### config.mk
export PLATFORM = sky130hd
export DESIGN_NAME = mwire_slave
export DESIGN_NICKNAME = d
export VERILOG_FILES = /design/src/rtl/mwire_pkg.sv /design/src/rtl/mwire_sync.sv /design/src/rtl/mwire_frame_rx.sv /design/src/rtl/mwire_read_tx.sv /design/src/rtl/mwire_slave.sv
export SDC_FILE = /design/constraint.sdc
export NUM_CORES = 1
export LEC_CHECK = 0
export ABC_CLOCK_PERIOD_IN_PS = 2700
export CORE_ASPECT_RATIO = 0.6
export CORE_MARGIN = 3
export CORE_UTILIZATION = 52
export DETAILED_ROUTE_END_ITERATION = 10
export PLACE_DENSITY = 0.86
export SLEW_MARGIN = 20
export SYNTH_ARGS = -nofsm -noshare
export SYNTH_HDL_FRONTEND = slang
export SYNTH_SLANG_ARGS = --single-unit
### constraint.sdc
create_clock -name clk -period 2.7 [get_ports clk]
set_clock_uncertainty 0.2 [all_clocks]
set_input_delay 0.54 -clock clk [delete_from_list [all_inputs] [get_ports clk]]
set_output_delay 0.54 -clock clk [all_outputs]
set_load 0.02 [all_outputs]
### src/rtl/mwire_pkg.sv
package mwire_pkg;

    typedef enum logic [2:0] {
        RX_IDLE,
        RX_HUNT,
        RX_OPCODE,
        RX_ADDR,
        RX_DATA,
        RX_ARMED,
        RX_STREAM,
        RX_SPOIL
    } rx_state_e;

    typedef enum logic [1:0] {
        TX_OFF,
        TX_DUMMY,
        TX_WORD,
        TX_TAIL
    } tx_state_e;

    localparam logic [1:0] OP_MISC   = 2'b00;
    localparam logic [1:0] OP_WRITE  = 2'b01;
    localparam logic [1:0] OP_READ   = 2'b10;
    localparam logic [1:0] FILL_SEL  = 2'b01;

endpackage

### src/rtl/mwire_sync.sv
module mwire_sync #(
    parameter int WIDTH  = 5,
    parameter int STAGES = 2
) (
    input  logic             clk,
    input  logic             rst_n,
    input  logic [WIDTH-1:0] async_i,
    output logic [WIDTH-1:0] sync_o
);
    logic [WIDTH-1:0] pipe [STAGES];

    for (genvar s = 0; s < STAGES; s++) begin : g_stage
        always_ff @(posedge clk or negedge rst_n) begin
            if (!rst_n) begin
                pipe[s] <= '0;
            end else if (s == 0) begin
                pipe[s] <= async_i;
            end else begin
                pipe[s] <= pipe[(s == 0) ? 0 : s-1];
            end
        end
    end

    assign sync_o = pipe[STAGES-1];
endmodule

### src/rtl/mwire_frame_rx.sv
module mwire_frame_rx
    import mwire_pkg::*;
#(
    parameter int ADDR_W = 8,
    parameter int DATA_W = 16
) (
    input  logic              clk,
    input  logic              rst_n,
    input  logic              cs_s,
    input  logic              sk_rise,
    input  logic              di_s,
    input  logic              pre_s,
    input  logic              pe_s,
    output logic              frame_valid,
    output logic [1:0]        frame_op,
    output logic [ADDR_W-1:0] frame_addr,
    output logic [DATA_W-1:0] frame_data,
    output logic              frame_pre,
    output logic              frame_pe,
    output logic              frame_commit,
    output logic              rd_start,
    output logic              rd_prot
);
    localparam int MAXW  = (DATA_W > ADDR_W) ? DATA_W : ADDR_W;
    localparam int CNT_W = $clog2(MAXW);

    rx_state_e         state, state_nxt;
    logic [CNT_W-1:0]  cnt;
    logic [1:0]        op_q;
    logic [ADDR_W-1:0] addr_q, addr_shift;
    logic [DATA_W-1:0] data_q, data_shift;
    logic              wants_data, is_read;
    logic              op_last, addr_last, data_last;

    always_comb begin
        addr_shift = {addr_q[ADDR_W-2:0], di_s};
        data_shift = {data_q[DATA_W-2:0], di_s};
        is_read    = (op_q == OP_READ);
        wants_data = !pre_s && ((op_q == OP_WRITE) ||
                     ((op_q == OP_MISC) && (addr_shift[ADDR_W-1 -: 2] == FILL_SEL)));
        op_last    = sk_rise && (cnt == CNT_W'(1));
        addr_last  = sk_rise && (cnt == CNT_W'(ADDR_W-1));
        data_last  = sk_rise && (cnt == CNT_W'(DATA_W-1));
        state_nxt  = state;
        unique case (state)
            RX_IDLE:   if (cs_s) state_nxt = RX_HUNT;
            RX_HUNT:   if (sk_rise && di_s) state_nxt = RX_OPCODE;
            RX_OPCODE: if (op_last) state_nxt = RX_ADDR;
            RX_ADDR:   if (addr_last) state_nxt = is_read ? RX_STREAM :
                                                 (wants_data ? RX_DATA : RX_ARMED);
            RX_DATA:   if (data_last) state_nxt = RX_ARMED;
            RX_ARMED:  if (sk_rise) state_nxt = RX_SPOIL;
            RX_STREAM: state_nxt = RX_STREAM;
            RX_SPOIL:  state_nxt = RX_SPOIL;
        endcase
        if (!cs_s) state_nxt = RX_IDLE;
    end

    always_ff @(posedge clk or negedge rst_n) begin
        if (!rst_n) state <= RX_IDLE;
        else        state <= state_nxt;
    end

    always_ff @(posedge clk or negedge rst_n) begin
        if (!rst_n) begin
            cnt          <= '0;
            op_q         <= '0;
            addr_q       <= '0;
            data_q       <= '0;
            frame_valid  <= 1'b0;
            frame_op     <= '0;
            frame_addr   <= '0;
            frame_data   <= '0;
            frame_pre    <= 1'b0;
            frame_pe     <= 1'b0;
            frame_commit <= 1'b0;
            rd_start     <= 1'b0;
            rd_prot      <= 1'b0;
        end else begin
            frame_valid  <= 1'b0;
            rd_start     <= 1'b0;
            frame_commit <= (state == RX_ARMED) && !cs_s;
            if (!cs_s || state == RX_HUNT || state == RX_IDLE) begin
                cnt    <= '0;
                op_q   <= '0;
                addr_q <= '0;
                data_q <= '0;
            end else if (sk_rise) begin
                unique case (state)
                    RX_OPCODE: begin
                        op_q <= {op_q[0], di_s};
                        cnt  <= op_last ? '0 : cnt + 1'b1;
                    end
                    RX_ADDR: begin
                        addr_q <= addr_shift;
                        cnt    <= addr_last ? '0 : cnt + 1'b1;
                        if (addr_last && !(wants_data && !is_read)) begin
                            frame_valid <= 1'b1;
                            frame_op    <= op_q;
                            frame_addr  <= addr_shift;
                            frame_data  <= '0;
                            frame_pre   <= pre_s;
                            frame_pe    <= pe_s;
                            rd_start    <= is_read;
                            rd_prot     <= pre_s;
                        end
                    end
                    RX_DATA: begin
                        data_q <= data_shift;
                        cnt    <= data_last ? '0 : cnt + 1'b1;
                        if (data_last) begin
                            frame_valid <= 1'b1;
                            frame_op    <= op_q;
                            frame_addr  <= addr_q;
                            frame_data  <= data_shift;
                            frame_pre   <= pre_s;
                            frame_pe    <= pe_s;
                        end
                    end
                    default: ;
                endcase
            end
        end
    end

    // a frame strobe only follows a sampled serial clock edge
    a_r3_valid_after_edge: assert property (@(posedge clk) disable iff (!rst_n)
        frame_valid |-> $past(sk_rise));

    // nothing is parsed while deselected
    a_r1_quiet_when_deselected: assert property (@(posedge clk) disable iff (!rst_n)
        !$past(cs_s) |-> !frame_valid);

    // commit only follows a select that has gone low
    a_r5_commit_on_release: assert property (@(posedge clk) disable iff (!rst_n)
        frame_commit |-> !$past(cs_s));
endmodule

### src/rtl/mwire_read_tx.sv
module mwire_read_tx
    import mwire_pkg::*;
#(
    parameter int ADDR_W = 8,
    parameter int DATA_W = 16,
    parameter int PROT_W = 8
) (
    input  logic              clk,
    input  logic              rst_n,
    input  logic              cs_s,
    input  logic              sk_rise,
    input  logic              rd_start,
    input  logic              rd_prot,
    input  logic [ADDR_W-1:0] start_addr,
    input  logic [DATA_W-1:0] mem_rd_data,
    input  logic [PROT_W-1:0] prot_val,
    output logic              mem_rd_en,
    output logic [ADDR_W-1:0] mem_rd_addr,
    output logic              do_o,
    output logic              do_oe
);
    localparam int BW = $clog2(DATA_W);

    tx_state_e         state, state_nxt;
    logic [DATA_W-1:0] shreg, word_buf;
    logic [ADDR_W-1:0] ptr;
    logic [BW-1:0]     bitcnt;
    logic              prot_mode, rd_pend, word_end;

    always_comb begin
        word_end  = (bitcnt == (prot_mode ? BW'(PROT_W-1) : BW'(DATA_W-1)));
        state_nxt = state;
        unique case (state)
            TX_OFF:   if (rd_start) state_nxt = TX_DUMMY;
            TX_DUMMY: if (sk_rise) state_nxt = TX_WORD;
            TX_WORD:  if (sk_rise && word_end && prot_mode) state_nxt = TX_TAIL;
            TX_TAIL:  state_nxt = TX_TAIL;
        endcase
        if (!cs_s) state_nxt = TX_OFF;
    end

    always_ff @(posedge clk or negedge rst_n) begin
        if (!rst_n) state <= TX_OFF;
        else        state <= state_nxt;
    end

    always_ff @(posedge clk or negedge rst_n) begin
        if (!rst_n) begin
            shreg       <= '0;
            word_buf    <= '0;
            ptr         <= '0;
            bitcnt      <= '0;
            prot_mode   <= 1'b0;
            rd_pend     <= 1'b0;
            mem_rd_en   <= 1'b0;
            mem_rd_addr <= '0;
            do_o        <= 1'b0;
            do_oe       <= 1'b0;
        end else begin
            mem_rd_en <= 1'b0;
            rd_pend   <= mem_rd_en;
            if (rd_pend) word_buf <= mem_rd_data;
            if (!cs_s) begin
                do_o   <= 1'b0;
                do_oe  <= 1'b0;
                bitcnt <= '0;
            end else begin
                unique case (state)
                    TX_OFF: if (rd_start) begin
                        do_oe     <= 1'b1;
                        do_o      <= 1'b0;
                        ptr       <= start_addr;
                        prot_mode <= rd_prot;
                        if (rd_prot) begin
                            word_buf <= DATA_W'(prot_val) << (DATA_W - PROT_W);
                        end else begin
                            mem_rd_en   <= 1'b1;
                            mem_rd_addr <= start_addr;
                        end
                    end
                    TX_DUMMY: if (sk_rise) begin
                        shreg  <= word_buf << 1;
                        do_o   <= word_buf[DATA_W-1];
                        bitcnt <= '0;
                    end
                    TX_WORD: if (sk_rise) begin
                        if (word_end) begin
                            if (prot_mode) begin
                                do_o <= 1'b0;
                            end else begin
                                shreg  <= word_buf << 1;
                                do_o   <= word_buf[DATA_W-1];
                                bitcnt <= '0;
                            end
                        end else begin
                            do_o   <= shreg[DATA_W-1];
                            shreg  <= shreg << 1;
                            bitcnt <= bitcnt + 1'b1;
                            if (!prot_mode && bitcnt == BW'(DATA_W-2)) begin
                                ptr         <= ptr + 1'b1;
                                mem_rd_en   <= 1'b1;
                                mem_rd_addr <= ptr + 1'b1;
                            end
                        end
                    end
                    TX_TAIL: do_o <= 1'b0;
                endcase
            end
        end
    end

    // output enable drops once select is low
    a_r9_oe_released: assert property (@(posedge clk) disable iff (!rst_n)
        !cs_s |=> !do_oe);

    // while driving, the output only moves after a serial clock edge
    a_r6_moves_on_edge: assert property (@(posedge clk) disable iff (!rst_n)
        (do_oe && $past(do_oe) && !$past(sk_rise)) |-> $stable(do_o));

    // requests are single-clock strobes
    a_r7_single_request: assert property (@(posedge clk) disable iff (!rst_n)
        mem_rd_en |=> !mem_rd_en);

    // protect reads never touch the memory port
    a_r8_no_mem_on_prot: assert property (@(posedge clk) disable iff (!rst_n)
        (state == TX_TAIL) |-> !mem_rd_en);
endmodule

### src/rtl/mwire_slave.sv
module mwire_slave #(
    parameter int ADDR_W      = 8,
    parameter int DATA_W      = 16,
    parameter int SYNC_STAGES = 2
) (
    input  logic              clk,
    input  logic              rst_n,
    input  logic              cs_i,
    input  logic              sk_i,
    input  logic              di_i,
    input  logic              pre_i,
    input  logic              pe_i,
    output logic              do_o,
    output logic              do_oe,
    output logic              frame_valid,
    output logic [1:0]        frame_op,
    output logic [ADDR_W-1:0] frame_addr,
    output logic [DATA_W-1:0] frame_data,
    output logic              frame_pre,
    output logic              frame_pe,
    output logic              frame_commit,
    output logic              mem_rd_en,
    output logic [ADDR_W-1:0] mem_rd_addr,
    input  logic [DATA_W-1:0] mem_rd_data,
    input  logic [ADDR_W-1:0] prot_val
);
    localparam int PIN_N = 5;

    logic [PIN_N-1:0] pins_s;
    logic cs_s, sk_s, di_s, pre_s, pe_s, sk_q, sk_rise;
    logic rd_start, rd_prot;

    mwire_sync #(.WIDTH(PIN_N), .STAGES(SYNC_STAGES)) u_sync (
        .clk     (clk),
        .rst_n   (rst_n),
        .async_i ({cs_i, sk_i, di_i, pre_i, pe_i}),
        .sync_o  (pins_s)
    );

    assign {cs_s, sk_s, di_s, pre_s, pe_s} = pins_s;

    always_ff @(posedge clk or negedge rst_n) begin
        if (!rst_n) sk_q <= 1'b0;
        else        sk_q <= sk_s;
    end

    assign sk_rise = sk_s && !sk_q && cs_s;

    mwire_frame_rx #(.ADDR_W(ADDR_W), .DATA_W(DATA_W)) u_rx (
        .clk          (clk),
        .rst_n        (rst_n),
        .cs_s         (cs_s),
        .sk_rise      (sk_rise),
        .di_s         (di_s),
        .pre_s        (pre_s),
        .pe_s         (pe_s),
        .frame_valid  (frame_valid),
        .frame_op     (frame_op),
        .frame_addr   (frame_addr),
        .frame_data   (frame_data),
        .frame_pre    (frame_pre),
        .frame_pe     (frame_pe),
        .frame_commit (frame_commit),
        .rd_start     (rd_start),
        .rd_prot      (rd_prot)
    );

    mwire_read_tx #(.ADDR_W(ADDR_W), .DATA_W(DATA_W), .PROT_W(ADDR_W)) u_tx (
        .clk         (clk),
        .rst_n       (rst_n),
        .cs_s        (cs_s),
        .sk_rise     (sk_rise),
        .rd_start    (rd_start),
        .rd_prot     (rd_prot),
        .start_addr  (frame_addr),
        .mem_rd_data (mem_rd_data),
        .prot_val    (prot_val),
        .mem_rd_en   (mem_rd_en),
        .mem_rd_addr (mem_rd_addr),
        .do_o        (do_o),
        .do_oe       (do_oe)
    );
endmodule

== After elaboration in Yosys (flattened, before gate mapping) ==
Cells that the tools add are included.
Word-level totals
  bits in registers: 134
  bits in latches: 0
  memory bits (writable): 0
  memory bits (read-only): 0
  bits of input ports: 31
  output and inout port bits: 41
  word-level logic and storage cells: 216
  memories kept: 0
Operators by class
  add/subtract/negate cells: 3
  $mul: 0
  divide/modulo/power cells: 0
  magnitude comparators: 0
  eq/ne operators: 40
  shift-type cells: 0
  multiplexer cells: 95
  bitwise gates (word level): 1
  reductions and logical operators: 49
Operators by type and width (number)
  $mux W16: 11
  $mux W8: 11
  $pmux W16 S2: 2
  $pmux W8 S2: 3
  $mux W15: 3
  $mux W4: 11
  $mux W1: 28
  $ne A3 B2 Y1 const B: 9
  $pmux W3 S8: 1
  $mux W3: 7
  $mux W2: 9
  $ne A2 B1 Y1 const B: 8
  $reduce_and A5 Y1: 3
  $logic_and A1 B1 Y1: 14
  $reduce_bool A2 Y1: 7
  $eq A3 B3 Y1 const B: 4
  $pmux W4 S3: 1
  $reduce_and A2 Y1: 5
  $reduce_and A3 Y1: 3
  $add A4 B1 Y4 const B: 2
  $add A8 B1 Y8 const B: 1
  $eq A4 B4 Y1 const B: 2
  $pmux W1 S2: 4
  $pmux W2 S4: 1
  23 further kinds: 38

== Longest topological paths before layout ==
  depth after elaboration: 11
  depth in mapped cells: 9
  depth with buffers taken out: 7

== Modules after synthesis ==
A second synthesis with hierarchy kept.
Unflattened totals
  cells, all modules: 567
  area total of the unflattened synthesis: 6218.5 um2
By module, submodules not included
  mwire_read_tx: instances 1, cells an instance 292, area an instance 3015.4 um2, seq. area each 1451.4 um2
  mwire_frame_rx: instances 1, cells an instance 258, area an instance 2881.5 um2, seq. area each 1601.5 um2
  mwire_sync: instances 1, cells an instance 15, area an instance 287.8 um2, seq. area each 250.2 um2
  mwire_slave: instances 1, cells an instance 2, area an instance 33.8 um2, seq. area each 25.0 um2

== Worst setup path before layout ==
Ideal clock, no wire load.
  kind: reg2reg
  from: reg u_tx.bitcnt[0]
  to: reg u_tx.mem_rd_addr[0]
  library setup time: 125 ps
  data arrival time: 1792 ps
  required time: 2375 ps
  path slack: 583 ps
  cell stages (with the launch flop): 9
  buffers on the path: 1
  clock period less this slack: 2117 ps
  cell sequence: dfrtp_1 > inv_1 > ha_1 > and3b_2 > and3_1 > o221ai_2 > a21o_1 > buf_2 > mux2_2
Between the ends
  longest elaborated chain between the ends: 4
  elaborated cells between the ends (all ways): 6
  classes of those cells: 4 x eq/ne; 2 x reduce/logical
Ends and longest elaborated chain
  start: declaration: RTL line mwire_read_tx.sv:27  | logic [BW-1:0] bitcnt;
  start signal: assignment: RTL line mwire_read_tx.sv:98  | bitcnt <= bitcnt + 1'b1;
  $eq A4 B4 Y1: RTL line mwire_read_tx.sv:99  | if (!prot_mode && bitcnt == BW'(DATA_W-2)) begin
  $logic_and A1 B1 Y1: RTL line mwire_read_tx.sv:99
  $ne A2 B1 Y1 (no source line)
  $reduce_and A7 Y1 (no source line) (*)
  end signal: assignment: RTL line mwire_read_tx.sv:78  | mem_rd_addr <= start_addr;
  end signal: assignment: RTL line mwire_read_tx.sv:102  | mem_rd_addr <= ptr + 1'b1;
  end: declaration: RTL line mwire_read_tx.sv:18  | output logic [ADDR_W-1:0] mem_rd_addr,
Mark *: on every way between the ends. The rest lies on a longest branch, timed or not.
A chain may end at the register's enable or synchronous reset.

== Worst setup path after layout ==
  from: reg u_sync.pipe (netlist bit u_sync.sync_o[3])
  to: reg u_rx.frame_data[15]
Between the ends
  longest elaborated chain between the ends: 6
  elaborated cells between the ends (all ways): 8
  classes of those cells: 2 x eq/ne; 6 x reduce/logical
Ends and longest elaborated chain
  start: declaration: RTL line mwire_sync.sv:10  | logic [WIDTH-1:0] pipe [STAGES];
  start signal: indexed assignment: RTL line mwire_sync.sv:17  | pipe[s] <= async_i;
  start signal: indexed assignment: RTL line mwire_sync.sv:19  | pipe[s] <= pipe[(s == 0) ? 0 : s-1];
  $logic_and A1 B1 Y1 (*) (2 in a row): RTL line mwire_slave.sv:47  | assign sk_rise = sk_s && !sk_q && cs_s;
  $logic_and A1 B1 Y1: RTL line mwire_frame_rx.sv:42  | addr_last = sk_rise && (cnt == CNT_W'(ADDR_W-1));
  $logic_and A1 B1 Y1: RTL line mwire_frame_rx.sv:97  | if (addr_last && !(wants_data && !is_read)) begin
  $ne A2 B1 Y1 (no source line)
  $reduce_and A5 Y1 (no source line) (*)
  end signal: assignment: RTL line mwire_frame_rx.sv:115  | frame_data <= data_shift;
  end: declaration: RTL line mwire_frame_rx.sv:17  | output logic [DATA_W-1:0] frame_data,
Marked as above.

==> out/metrics.yaml <==
ff2ff_setup_slack_ns: 0.30
syn_area_per_cell_um2: 10.75
multi_input_area_mm2: 0.002512
seq_area_mm2: 0.003328
n_antenna_cell: 0
gp_congestion: 0.9261
grt_max_degree: 51
crit_fanout: 32
tns_ns: 0
post_drt_wl_per_cell_um: 17.98
r2r_start: "u_sync.sync_o[3]"
vias_per_cell: 5.861
synth_edf_count: 0
maxSlewViolCount: 0
crit_path_start_kind: "register"
die_w_um: 145.0
synth-seq-cells: 133
synth_nets: 600
yosysWarnings: 0
synth_area_leaders: "dfrtp_1 55%, mux2i_1 6.1%, nand2_1 4.7%"
clk_latency_ns: 0.41
finalNonFillerCells: 799
core_mm2: 0.01092
grt_pass1_wl_um: 24430
routed_wl_um: 14370
clk_transition_reported_paths_ns: 0.05
n_fill_cell: 759
intPower_mw: 3.428
drt-initial-drc-count: 550
slowest_delay_ns: 0.48
clock_sinks: 133
r2r_end: "u_rx.frame_data[15]"
whs_ns: 0.1475
seqPwrFrac_pct: 46.7
clk_path_buf_depth: 2
num_vias: 4683
cts.htree.levels: 4
p_per_area_mw_per_mm2: 578.9
grt_pass1_vias: 4793
synthFlopType: "dfrtp_1"
hold_violations: 0
setup_viol: 0
dp_hpwl_um: 9692
mostFrequentLayoutCells: "133 x dfrtp_1, 76 x nand2_1, 70 x clkdlybuf4s50_1, 49 x o21ai_0, 41 x nor2_1"
synth_top_area_share_pct: 55.19
cp_cell_sequence: "nor2b_1 > nand4_1 > buf_4 > o21ai_0 > o31ai_1"
io_buffers: 71
antenna_found_initial: 0
p_switching_uw: 910.4
setup_ws_ns: 0.3043
p_leak_nw: 3.355
dpl.cell_count: 766
overflow: 0
ir_drop_mv: 0.4240
critPathKind: "register to register"
worstSetupEndpointType: "register"
cts_setup_buffers: 0
cp_slowest_cell: "nor2b_1"
period_needed_ns: 2.396
yosysUniqueCellTypes: 61
max_freq_mhz: 417.4
cts_made_buffers: 17
drv_cap: 0
drive_gt1_share_pct: 11.96
worstPathRequired_ns: 2.77
p_clk_share_pct: 50.3
track_usage_pct: 23.81
boundaryPins: 72
firstDrtPassIters: 7
area_growth_pct: 24.25
synth_area_mm2: 0.006031
tightest_slew_ns: 0.8725
worstHoldStart: "u_sync.pipe[5]"
die_height_um: 89.42
worstHoldPathCells: 0
ctsResizeCount: 0
dieArea_mm2: 0.01297
combPwrFrac_pct: 3.0
seq_area_frac_synth_pct: 55.19
swShare_pct: 20.99
postSynth.asyncResetShare_pct: 100.0
initial_core_util_pct: 55.22
min_path_type: "register to register"
crit_arrival_ns: 2.47
ant_nets: 0
relSlewSlack_pct: 41.83
drc_errors: 0
min_period_over_period_pct: 88.73
clockRootBuffer: "clkbuf_16"
layout_commonest_cell: "dfrtp_1"
tritoncts: "done"
final_util_pct: 68.61
dp_slack_ns: 0.2913
status: "finished, final reports clean"
nets: 670
rr_worst_depth: 5
yosysTopAreaCell: "dfrtp_1"
grt_setup_unrepaired: "false"
hold_end: "u_sync.sync_o[0]"
ctsHoldBuffers: 1
rows: 29
synthCells: 561
[metal layers]
layer / part of all wire (%) / GRT usage (%) / vias up
met3: 6.3 / 5.420 / 19
li1: - / - / 2134
met5: 0 / 0 / -
met4: 1.4 / 9.914 / 0
met2: 47 / 37.76 / 176
met1: 46 / 32.52 / 2354
[per-stage QoR]
stage	power (mW)	instance area [um2]
global placement	2.183	6914
finish	4.338	7493
CTS	4.369	7490
global route	4.490	7493
detailed placement	2.187	6914
floorplan	2.085	6031
[sequential cells by signal, indices dropped and copies added, names as in the netlist, 5 cells and up]
| name | cells |
|---|---|
| u_rx.addr_q | 8 |
| u_rx.data_q | 15 |
| u_rx.frame_addr | 8 |
| u_rx.frame_data | 16 |
| u_sync.pipe | 5 |
| u_sync.sync_o | 5 |
| u_tx.mem_rd_addr | 8 |
| u_tx.ptr | 8 |
| u_tx.shreg | 15 |
| u_tx.word_buf | 16 |
[cells in the mapped netlist (4+ instances only)]
master and instances:
a21oi_1 19, a22o_1 22, a31oi_1 5, and3_1 4, buf_2 11, clkbuf_1 20
dfrtp_1 133, ha_1 8, inv_1 12, mux2_2 20, mux2i_1 37, nand2_1 76
nand2b_1 5, nand3_1 7, nand3b_1 4, nor2_1 41, nor2b_1 4, o21ai_0 49
o21ai_1 6, o31ai_1 17, xor2_1 4
[cells by family after synthesis]
family	Yosys count	synth area share, %
AND/OR/NAND/NOR	162	12.63
AO/OA/AOI/OAI	144	15.85
flip-flops	133	55.19
multiplexers	60	10.44
buffers and inverters	47	3.216
adder cells (fa/ha/maj)	8	1.660
XOR/XNOR	7	1.017
[cell type report]
cell class                      count  area share [%]
Sequential cell                   133           44.41
Multi-Input combinational cell    381           33.53
Timing Repair Buffer               86           11.32
Clock buffer                       25           6.612
Tap cell                          155           2.588
Clock inverter                      7          0.9350
Inverter                           12          0.6011
[critical path, delay by kind of cell (launching register included)]
family                 cells  cell delay [ns]
AND/OR/NAND/NOR            2             0.89
AO/OA/AOI/OAI              2             0.41
flip-flops                 1             0.39
buffers and inverters      1             0.36
[worst max path at each step]
stage,start,to,slack [ns],cells after the start
floorplan,u_tx.bitcnt[0],u_tx.mem_rd_addr[0],0.58,8
global placement,u_rx.state[1],u_rx.data_q[13],0.45,3
detailed placement,u_rx.state[1],u_rx.data_q[12],0.29,3
CTS,u_rx.state[1],u_rx.data_q[3],0.22,3
global route,u_sync.sync_o[3],u_rx.cnt[3],0.16,5
finish,u_sync.sync_o[3],u_rx.frame_data[15],0.30,5
[power groups by stage]
stage,Combinational [mW],Clock (mW),Sequential (mW)
after floorplan,0.0366,0,2.05
after global placement,0.127,0,2.06
after detailed placement,0.129,0,2.06
after CTS,0.133,2.21,2.02
after global routing,0.146,2.32,2.02
final,0.131,2.18,2.02
(Power assumes the default switching activity.)
